--- src/rtl/fsr_pkg.sv ---
package fsr_pkg;

    localparam int unsigned ST_BUSY = 0;
    localparam int unsigned ST_WEL  = 1;
    localparam int unsigned ST_PROT = 2;
    localparam int unsigned ST_LOCK = 7;
    localparam int unsigned PROT_W  = 3;

    typedef enum logic [3:0] {
        RQ_NONE,
        RQ_WREN,
        RQ_WRDI,
        RQ_WRSR,
        RQ_PROG,
        RQ_SERASE,
        RQ_BERASE,
        RQ_SLEEP,
        RQ_WAKE
    } req_e;

    typedef struct packed {
        logic              lock;
        logic [PROT_W-1:0] prot;
        logic              wel;
        logic              busy;
        logic              sleep;
        logic              acc;
        logic              rej;
    } ctl_t;

    function automatic logic needs_wel(req_e r);
        return (r == RQ_WRSR) || (r == RQ_PROG) || (r == RQ_SERASE) || (r == RQ_BERASE);
    endfunction

endpackage

--- src/rtl/fsr_req_enc.sv ---
module fsr_req_enc
    import fsr_pkg::*;
(
    input  logic wren_i,
    input  logic wrdi_i,
    input  logic wrsr_i,
    input  logic prog_i,
    input  logic serase_i,
    input  logic berase_i,
    input  logic sleep_i,
    input  logic wake_i,
    output req_e req_o,
    output logic any_o
);
    // Wake has the highest priority so that a sleeping device can always leave that state.
    always_comb begin
        req_o = RQ_NONE;
        if      (wake_i)   req_o = RQ_WAKE;
        else if (sleep_i)  req_o = RQ_SLEEP;
        else if (wrsr_i)   req_o = RQ_WRSR;
        else if (berase_i) req_o = RQ_BERASE;
        else if (serase_i) req_o = RQ_SERASE;
        else if (prog_i)   req_o = RQ_PROG;
        else if (wrdi_i)   req_o = RQ_WRDI;
        else if (wren_i)   req_o = RQ_WREN;
    end

    assign any_o = (req_o != RQ_NONE);
endmodule

--- src/rtl/fsr_prot_dec.sv ---
module fsr_prot_dec
    import fsr_pkg::*;
#(
    parameter int unsigned SECT_W = 5
) (
    input  logic [PROT_W-1:0] code_i,
    input  logic [SECT_W-1:0] sector_i,
    output logic              hit_o
);
    localparam int unsigned N_SLICE = 5;

    // top_ones[k] is high when the sector lies in the top 2**k sectors.
    logic [N_SLICE-1:0] top_ones;

    generate
        for (genvar k = 0; k < N_SLICE; k++) begin : g_slice
            assign top_ones[k] = &sector_i[SECT_W-1:k];
        end
    endgenerate

    always_comb begin
        hit_o = 1'b0;
        if (code_i == '0) begin
            hit_o = 1'b0;
        end else if (int'(code_i) > N_SLICE) begin
            hit_o = 1'b1;
        end else begin
            for (int k = 0; k < N_SLICE; k++) begin
                if (int'(code_i) == k + 1) hit_o = top_ones[k];
            end
        end
    end
endmodule

--- src/rtl/fsr_guard.sv ---
module fsr_guard
    import fsr_pkg::*;
#(
    parameter int unsigned ADDR_W = 21,
    parameter int unsigned SECT_W = 5
) (
    input  logic              clk,
    input  logic              rst_n,
    input  logic              wren_i,
    input  logic              wrdi_i,
    input  logic              wrsr_i,
    input  logic [7:0]        wrsr_data_i,
    input  logic              prog_i,
    input  logic              serase_i,
    input  logic              berase_i,
    input  logic              sleep_i,
    input  logic              wake_i,
    input  logic [ADDR_W-1:0] addr_i,
    input  logic              wp_n_i,
    input  logic              seq_done_i,
    output logic [7:0]        status_o,
    output logic              accept_o,
    output logic              reject_o,
    output logic              sleep_o
);
    localparam int unsigned SECT_LSB = ADDR_W - SECT_W;

    req_e              req;
    logic              any_req;
    logic              prot_hit;
    logic [SECT_W-1:0] sector;
    ctl_t              ctl_d, ctl_q;

    assign sector = addr_i[ADDR_W-1:SECT_LSB];

    fsr_req_enc u_enc (
        .wren_i   (wren_i),
        .wrdi_i   (wrdi_i),
        .wrsr_i   (wrsr_i),
        .prog_i   (prog_i),
        .serase_i (serase_i),
        .berase_i (berase_i),
        .sleep_i  (sleep_i),
        .wake_i   (wake_i),
        .req_o    (req),
        .any_o    (any_req)
    );

    fsr_prot_dec #(.SECT_W(SECT_W)) u_dec (
        .code_i   (ctl_q.prot),
        .sector_i (sector),
        .hit_o    (prot_hit)
    );

    always_comb begin
        ctl_d     = ctl_q;
        ctl_d.acc = 1'b0;
        ctl_d.rej = 1'b0;

        if (ctl_q.busy && seq_done_i) begin
            ctl_d.busy = 1'b0;
            ctl_d.wel  = 1'b0;
        end

        if (any_req) begin
            if (ctl_q.busy || (ctl_q.sleep && req != RQ_WAKE)) begin
                ctl_d.rej = 1'b1;
            end else if (needs_wel(req) && !ctl_q.wel) begin
                ctl_d.rej = 1'b1;
            end else begin
                unique case (req)
                    RQ_WREN: begin
                        ctl_d.acc = 1'b1;
                        ctl_d.wel = 1'b1;
                    end
                    RQ_WRDI: begin
                        ctl_d.acc = 1'b1;
                        ctl_d.wel = 1'b0;
                    end
                    RQ_SLEEP: begin
                        ctl_d.acc   = 1'b1;
                        ctl_d.sleep = 1'b1;
                    end
                    RQ_WAKE: begin
                        ctl_d.acc   = 1'b1;
                        ctl_d.sleep = 1'b0;
                    end
                    RQ_WRSR: begin
                        if (ctl_q.lock && !wp_n_i) begin
                            ctl_d.rej = 1'b1;
                        end else begin
                            ctl_d.acc  = 1'b1;
                            ctl_d.lock = wrsr_data_i[ST_LOCK];
                            ctl_d.prot = wrsr_data_i[ST_PROT +: PROT_W];
                            ctl_d.busy = 1'b1;
                        end
                    end
                    RQ_PROG, RQ_SERASE: begin
                        if (prot_hit) begin
                            ctl_d.rej = 1'b1;
                        end else begin
                            ctl_d.acc  = 1'b1;
                            ctl_d.busy = 1'b1;
                        end
                    end
                    RQ_BERASE: begin
                        if (ctl_q.prot != '0) begin
                            ctl_d.rej = 1'b1;
                        end else begin
                            ctl_d.acc  = 1'b1;
                            ctl_d.busy = 1'b1;
                        end
                    end
                    default: ctl_d.rej = 1'b1;
                endcase
            end
        end
    end

    always_ff @(posedge clk) begin
        if (!rst_n) ctl_q <= '0;
        else        ctl_q <= ctl_d;
    end

    assign status_o = {ctl_q.lock, 2'b00, ctl_q.prot, ctl_q.wel, ctl_q.busy};
    assign accept_o = ctl_q.acc;
    assign reject_o = ctl_q.rej;
    assign sleep_o  = ctl_q.sleep;


    single_req_chk: assert property (@(posedge clk) disable iff (!rst_n)
        $onehot0({wren_i, wrdi_i, wrsr_i, prog_i, serase_i, berase_i, sleep_i, wake_i}));

    one_verdict_chk: assert property (@(posedge clk) disable iff (!rst_n)
        any_req |=> (accept_o ^ reject_o));

    quiet_chk: assert property (@(posedge clk) disable iff (!rst_n)
        !any_req |=> (!accept_o && !reject_o));

    no_latch_chk: assert property (@(posedge clk) disable iff (!rst_n)
        ((prog_i || serase_i || berase_i || wrsr_i) && !status_o[ST_WEL]) |=> reject_o);

    prot_sector_chk: assert property (@(posedge clk) disable iff (!rst_n)
        ((prog_i || serase_i) && prot_hit) |=> reject_o);

    bulk_prot_chk: assert property (@(posedge clk) disable iff (!rst_n)
        (berase_i && status_o[4:2] != 3'b000) |=> reject_o);

    hw_lock_chk: assert property (@(posedge clk) disable iff (!rst_n)
        (wrsr_i && status_o[ST_LOCK] && !wp_n_i) |=> (reject_o && $stable(status_o[7:2])));

    done_clear_chk: assert property (@(posedge clk) disable iff (!rst_n)
        (status_o[ST_BUSY] && seq_done_i) |=> (!status_o[ST_BUSY] && !status_o[ST_WEL]));

    busy_hold_chk: assert property (@(posedge clk) disable iff (!rst_n)
        (status_o[ST_BUSY] && any_req) |=> (reject_o && $stable({status_o[7], status_o[4:2]})));

    sleep_block_chk: assert property (@(posedge clk) disable iff (!rst_n)
        (sleep_o && any_req && !wake_i) |=> (reject_o && sleep_o));
endmodule

--- config.mk ---
export PLATFORM = sky130hd
export DESIGN_NAME = fsr_guard
export DESIGN_NICKNAME = d
export VERILOG_FILES = /design/src/rtl/fsr_pkg.sv /design/src/rtl/fsr_req_enc.sv /design/src/rtl/fsr_prot_dec.sv /design/src/rtl/fsr_guard.sv
export SDC_FILE = /design/constraint.sdc
export NUM_CORES = 1
export LEC_CHECK = 0
export CORE_AREA = 2 2 46 48
export CTS_CLUSTER_SIZE = 24
export DETAILED_ROUTE_END_ITERATION = 7
export DIE_AREA = 0 0 48 50
export MAX_ROUTING_LAYER = met4
export PLACE_DENSITY = 0.79
export SLEW_MARGIN = 15
export SYNTH_ARGS = -nofsm -noshare
export SYNTH_HDL_FRONTEND = slang
export SYNTH_SLANG_ARGS = --single-unit
--- constraint.sdc ---
create_clock -name clk -period 3.8 [get_ports clk]
set_input_delay 1.14 -clock clk [delete_from_list [all_inputs] [get_ports clk]]
set_output_delay 1.14 -clock clk [all_outputs]
set_load 0.05 [all_outputs]
==> results_dict.tcl, run 1 <==
set metrics [dict create \
    status "finished, final reports clean" \
    hold_path.class "reg -> reg" \
    crit_slowest_cell "clkdlybuf4s50_1" \
    critPathBufInv 1 \
    gp_congestion 0.7409 \
    vias 648 \
    final_common_cell "clkdlybuf4s50_1" \
    postCtsSetupBuffers 0 \
    viasPerCell 4.909 \
    syn_area_sq_um 575.6 \
    cts_tree "done" \
    p_per_area_nw_per_um2 279.2 \
    grt_remaining_overflow 0 \
    grt_usage 0.1124 \
    grt_pass1_wl_microns 1973 \
    yosysUniqueCellTypes 29 \
    max_stage_delay_ps 560 \
    slew_headroom 0.6679 \
    rrSetupSlack_ps 2360 \
    wl_met3_microns 94 \
    path_max_fanout 6 \
    synth_top_family_by_area "simple AND/OR/NAND/NOR gates" \
    fin_crit_ps 2701 \
    drv_cap 0 \
    synth_xor_area_frac 0 \
    drtAntennaViolNets 0 \
    port_buffers 29 \
    firstDrtPassIters 4 \
    rsz0062_at_grt "no" \
    hold_violations 0 \
    crit_path_cell_trace "clkdlybuf4s50_1 -> nor2b_1 -> or4_4 -> o211a_1 -> and2_4 -> mux2i_1" \
    wl_met2_microns 618 \
    synth_fa_ha_area_frac 0 \
    numCtsBuffers 3 \
    die_area_sq_um 2400 \
    min_period_over_period 0.7109 \
    drive_gt1_frac 0.05714 \
    worstMarginPinSlew_ps 496.6 \
    yosys-top-cells-area "dfxtp_1 31%, o21ai_0 7.8%, mux2i_1 7.0%, nand2_1 5.9%, nor4b_1 4.6%" \
    skew_ps 2.472 \
    setup_viol 0 \
    cts_resized 0 \
    highest_layer "met4" \
    p_leak_uw 0.0003093 \
    netlist_instances 75 \
    cts-root-buf "clkbuf_4" \
    worstPathRequired_ps 3940 \
    worstSkewPairLatency_ps 250 \
    clk_pin_slew_ps 60 \
    cp.arrival_ps 2840 \
    synth-simple-area-share 0.3478 \
    die_h_microns 50 \
    syn_avg_cell_area_sq_um 7.674 \
    n_antenna_cell 0 \
    mostFrequentLayoutCells "29 x clkdlybuf4s50_1, 9 x nand2_1, 9 x o21ai_0, 9 x dfxtp_1" \
    finalNonFillerCells 132 \
    ys_ff_latch 9 \
    synth_compound_gate_area_share 0.1978 \
    clockBufferDepth 2 \
    cts_hold_buf 0 \
    first_global_vias 528 \
    drc 0 \
    end_kind "register" \
    muxShareOfSynthArea 0.06957 \
    synth_seq_area_share 0.3130 \
    rows 16 \
    cts_htree_levels 1 \
    areaGrowthSynthToFinish_pct 56.30 \
    critPathKind "in -> reg" \
    wl_per_cell_microns 10.52 \
    dp_hpwl_microns 1118 \
    io_pins 52 \
    antenna_found_initial 0 \
    cts_sinks 9 \
    final.setup.tns_ps 0 \
    power.total_uw 251.2 \
    grt_max_degree 14 \
    drtIter0Drc 13 \
    timing.fmax_mhz 370.2 \
    yosys_warnings 0 \
    start_util 0.3026 \
    drv_slew 0 \
    yosysTopAreaCell "dfxtp_1" \
    core-area_sq_um 1902 \
    ir_drop_uv 106.1 \
    dp.cells 128 \
    die_w_microns 48 \
    drt-total-wl_microns 1389 \
    met1_length_microns 659 \
    start_kind "input pin" \
    nets 147 \
    path_delay_family "simple AND/OR/NAND/NOR gates" \
    synth_top_area_frac 0.3130 \
]
-- flip-flops by register name, summed over array words and instances (netlist names) --
signal / count
sleep_o: 1
reject_o: 1
status_o: 6
accept_o: 1
-- Yosys cell counts --
| cell type | n |
|---|---|
| a21boi_0 | 1 |
| a21oi_1 | 5 |
| a221oi_1 | 1 |
| a31oi_1 | 2 |
| and2_4 | 1 |
| and3_2 | 1 |
| buf_4 | 2 |
| buf_6 | 1 |
| clkbuf_1 | 1 |
| conb_1 | 1 |
| dfxtp_1 | 9 |
| inv_1 | 2 |
| mux2i_1 | 4 |
| nand2_1 | 9 |
| nand2b_1 | 1 |
| nand3_1 | 2 |
| nand3b_1 | 3 |
| nor2_1 | 5 |
| nor2b_1 | 2 |
| nor3_1 | 3 |
| nor3b_1 | 1 |
| nor4_1 | 1 |
| nor4b_1 | 3 |
| o211a_1 | 1 |
| o21ai_0 | 9 |
| o21ai_1 | 1 |
| or3_1 | 1 |
| or4_1 | 1 |
| or4_4 | 1 |
-- worst register-to-register path: stages (launching register included) --
cell	delay, ps
dfxtp_1	430
o21ai_0	120
a21oi_1	200
nor2_1	70
a221oi_1	360
a31oi_1	130
-- worst paths after layout --
check,from,to,depth (start not counted)
setup / recovery,berase_i,status_o[2],6
setup reg to reg,status_o[2],accept_o,5
hold / removal,status_o[7],status_o[7],2
hold reg to reg,status_o[7],status_o[7],2
-- routing by layer --
| metal | up-vias | GRT usage |
|---|---|---|
| li1 | 331 | - |
| met1 | 286 | 0.1416 |
| met2 | 29 | 0.1733 |
| met3 | 2 | 0.01099 |
| met4 | 0 | 0.05405 |
| met5 | - | - |
-- power breakdown --
| group | switching (uW) | internal (uW) | leakage [uW] |
|---|---|---|---|
| clock | 31.0 | 40.3 | 0.0000150 |
| sequential | 3.64 | 99.0 | 0.0000735 |
| combinational | 40.7 | 36.5 | 0.000221 |
-- metrics by stage --
| step | setup WS [ps] | hold WS (ps) | cell area, sq um | util |
|---|---|---|---|---|
| 6_report | 1099 | 481.5 | 899.6 | 0.4730 |
| 5_1_grt | 1024 | 500.5 | 899.6 | 0.4730 |
| 4_1_cts | 1109 | 487.2 | 899.6 | 0.4730 |
| 3_5_place_dp | 843.0 | 480.4 | 873.3 | 0.4592 |
| 3_3_place_gp | 856.8 | 476.4 | 873.3 | 0.4592 |
| 2_1_floorplan | 1340 | 683.8 | 579.3 | - |
-- layout make-up --
cell class | instances | area [sq um]
timing repair buffer | 29 | 290.3
tap | 27 | 33.78
clock buffer | 4 | 26.28
multi-input combinational | 61 | 361.6
fill | 179 | 1002
inverter | 2 | 7.507
sequential | 9 | 180.2
-- cells by family (layout without fill, tap and decap cells) --
group,Yosys count,count (layout)
and+or+nand+nor,35,35
AOI/OAI and AO/OA,20,20
DFF,9,9
buffers and inverters,6,35
muxes,4,4
other,1,2
Note: power is estimated with default switching activity, not from simulation.
==> inputs of run 2 (changes only) <==
Settings changed: CORE_AREA 2 2 46 48 to 2 2 50 52, DIE_AREA 0 0 48 50 to 0 0 52 54, PLACE_DENSITY 0.79 to 0.71.
Clock period 3.8 ns to 2.3 ns, I/O delays scaled along.
==> results_dict.tcl, run 2 (synthesis results as in run 1) <==
set metrics [dict create \
    cts_sinks 9 \
    drc 0 \
    numCtsBuffers 3 \
    fin_ws_ps 61.49 \
    start_util 0.2481 \
    rows 18 \
    dp.cells 140 \
    worstMarginPinSlew_ps 503.1 \
    die_h_microns 54 \
    grt_remaining_overflow 0 \
    end_kind "primary output" \
    slew_headroom 0.6641 \
    cts-root-buf "clkbuf_4" \
    cp_num_cells 1 \
    min_period_over_period 0.9733 \
    cts_htree_levels 1 \
    skew_ps 3.319 \
    r2r_cells 5 \
    dp_hpwl_microns 1186 \
    reg2reg_from "status_o[2]" \
    io_pins 52 \
    grt_max_degree 14 \
    crit_path_cell_trace "clkdlybuf4s50_1" \
    setup_viol 0 \
    utilization 0.4196 \
    pwr-share-comb 0.319 \
    nets 156 \
    drt-total-wl_microns 1494 \
    vias 657 \
    path_max_fanout 7 \
    drive_gt1_frac 0.1316 \
    grt_usage 0.1167 \
    cp.arrival_ps 1550 \
    crit_slowest_cell "clkdlybuf4s50_1" \
    status "finished, final reports clean" \
    critPathBufInv 1 \
    areaGrowthSynthToFinish_pct 69.13 \
    mostFrequentLayoutCells "28 x clkdlybuf4s50_1, 9 x nand2_1, 9 x o21ai_0, 9 x dfxtp_1, 9 x buf_4" \
    p_clk_frac 0.287 \
    place_ws_ps -148.5 \
    final_common_cell "clkdlybuf4s50_1" \
    drtAntennaViolNets 0 \
    port_buffers 29 \
    path_delay_family "buffers and inverters" \
    rrSetupSlack_ps 850 \
    drv_cap 0 \
    clockBufferDepth 2 \
    hold_violations 0 \
    firstDrtPassIters 3 \
    p_per_area_nw_per_um2 441.1 \
    swShare 0.3041 \
    hold_path_depth 2 \
    clk_pin_slew_ps 60 \
    antenna_found_initial 0 \
    p_seq_frac 0.395 \
    wl_per_cell_microns 10.38 \
    gp_congestion 0.8069 \
    drv_slew 0 \
    whs_ps 482.0 \
    grt_pass1_wl_microns 2346 \
    p_sw_uw 130.6 \
    fin_crit_ps 2239 \
    n_antenna_cell 0 \
    intPower_uw 298.8 \
    first_global_vias 564 \
    die_w_microns 52 \
    worstHoldStart "status_o[7]" \
    r2r-end "accept_o" \
    viasPerCell 4.563 \
    start_kind "register" \
    critPathKind "reg -> out" \
    drtIter0Drc 5 \
    core-area_sq_um 2320 \
    cts_tree "done" \
    hold_end "status_o[7]" \
    rsz0062_at_grt "no" \
    die_area_sq_um 2808 \
    timing.fmax_mhz 446.7 \
    worstSkewPairLatency_ps 260 \
    finalNonFillerCells 144 \
    ir_drop_uv 165.5 \
    largest_reg_flops 6 \
    hold_path.class "reg -> reg" \
    p_leak_uw 0.0003701 \
    max_stage_delay_ps 840 \
    worstPathRequired_ps 1610 \
]
run 2: cell count changes in the layout (fill, tap and decap cells not counted):
| cell | change |
|---|---|
| dlymetal6s2s_1 | +1 |
| clkdlybuf4s50_1 | -1 |
| buf_4 | +9 |
run 2: worst max path at each step:
stage / start / end / slack (ps)
finish: status_o[2] / status_o[2] / 60
global route: status_o[2] / status_o[2] / 7
CTS: status_o[2] / status_o[2] / 60
detailed placement: berase_i / status_o[4] / -150
global placement: berase_i / status_o[7] / -130
floorplan: serase_i / status_o[2] / 290
run 2: final cells by class:
| class | instances | area, sq um |
|---|---|---|
| flip-flops and latches | 9 | 180.2 |
| inverters | 2 | 7.507 |
| clock buffers | 4 | 26.28 |
| repair buffers | 38 | 360.3 |
| multi-input cells | 61 | 361.6 |
| well taps | 30 | 37.54 |
| fillers | 230 | 1346 |
run 2: what timing repair did:
action | 4_1_cts | 5_1_grt
resized for setup | 0 | 1
hold buffers | 0 | 0
setup endpoints to repair | 0 | 1
setup buffers | 0 | 0
run 2: layer usage:
| layer | vias up | global-route usage | wire length [microns] |
|---|---|---|---|
| met5 | - | - | 0 |
| met4 | 0 | 0.07895 | 42 |
| met3 | 5 | 0.01944 | 103 |
| met2 | 24 | 0.1730 | 642 |
| met1 | 278 | 0.1450 | 706 |
| li1 | 350 | - | - |
run 2: power by group through the flow:
stage,Clock (uW),Sequential (uW),Combinational [uW]
2_1_floorplan,0,199,44.6
3_3_place_gp,0,173,136
3_5_place_dp,0,173,137
4_1_cts,126,170,137
5_1_grt,136,171,146
6_report,123,169,137
run 2: stage by stage:
| step | cell area [sq um] | power, uW | TNS (ps) |
|---|---|---|---|
| floorplan | 579.3 | 243.5 | 0 |
| global placement | 944.7 | 308.7 | -595.9 |
| detailed placement | 944.7 | 309.8 | -704.7 |
| CTS | 970.9 | 433.3 | 0 |
| global route | 973.4 | 452.6 | 0 |
| finish | 973.4 | 429.4 | 0 |
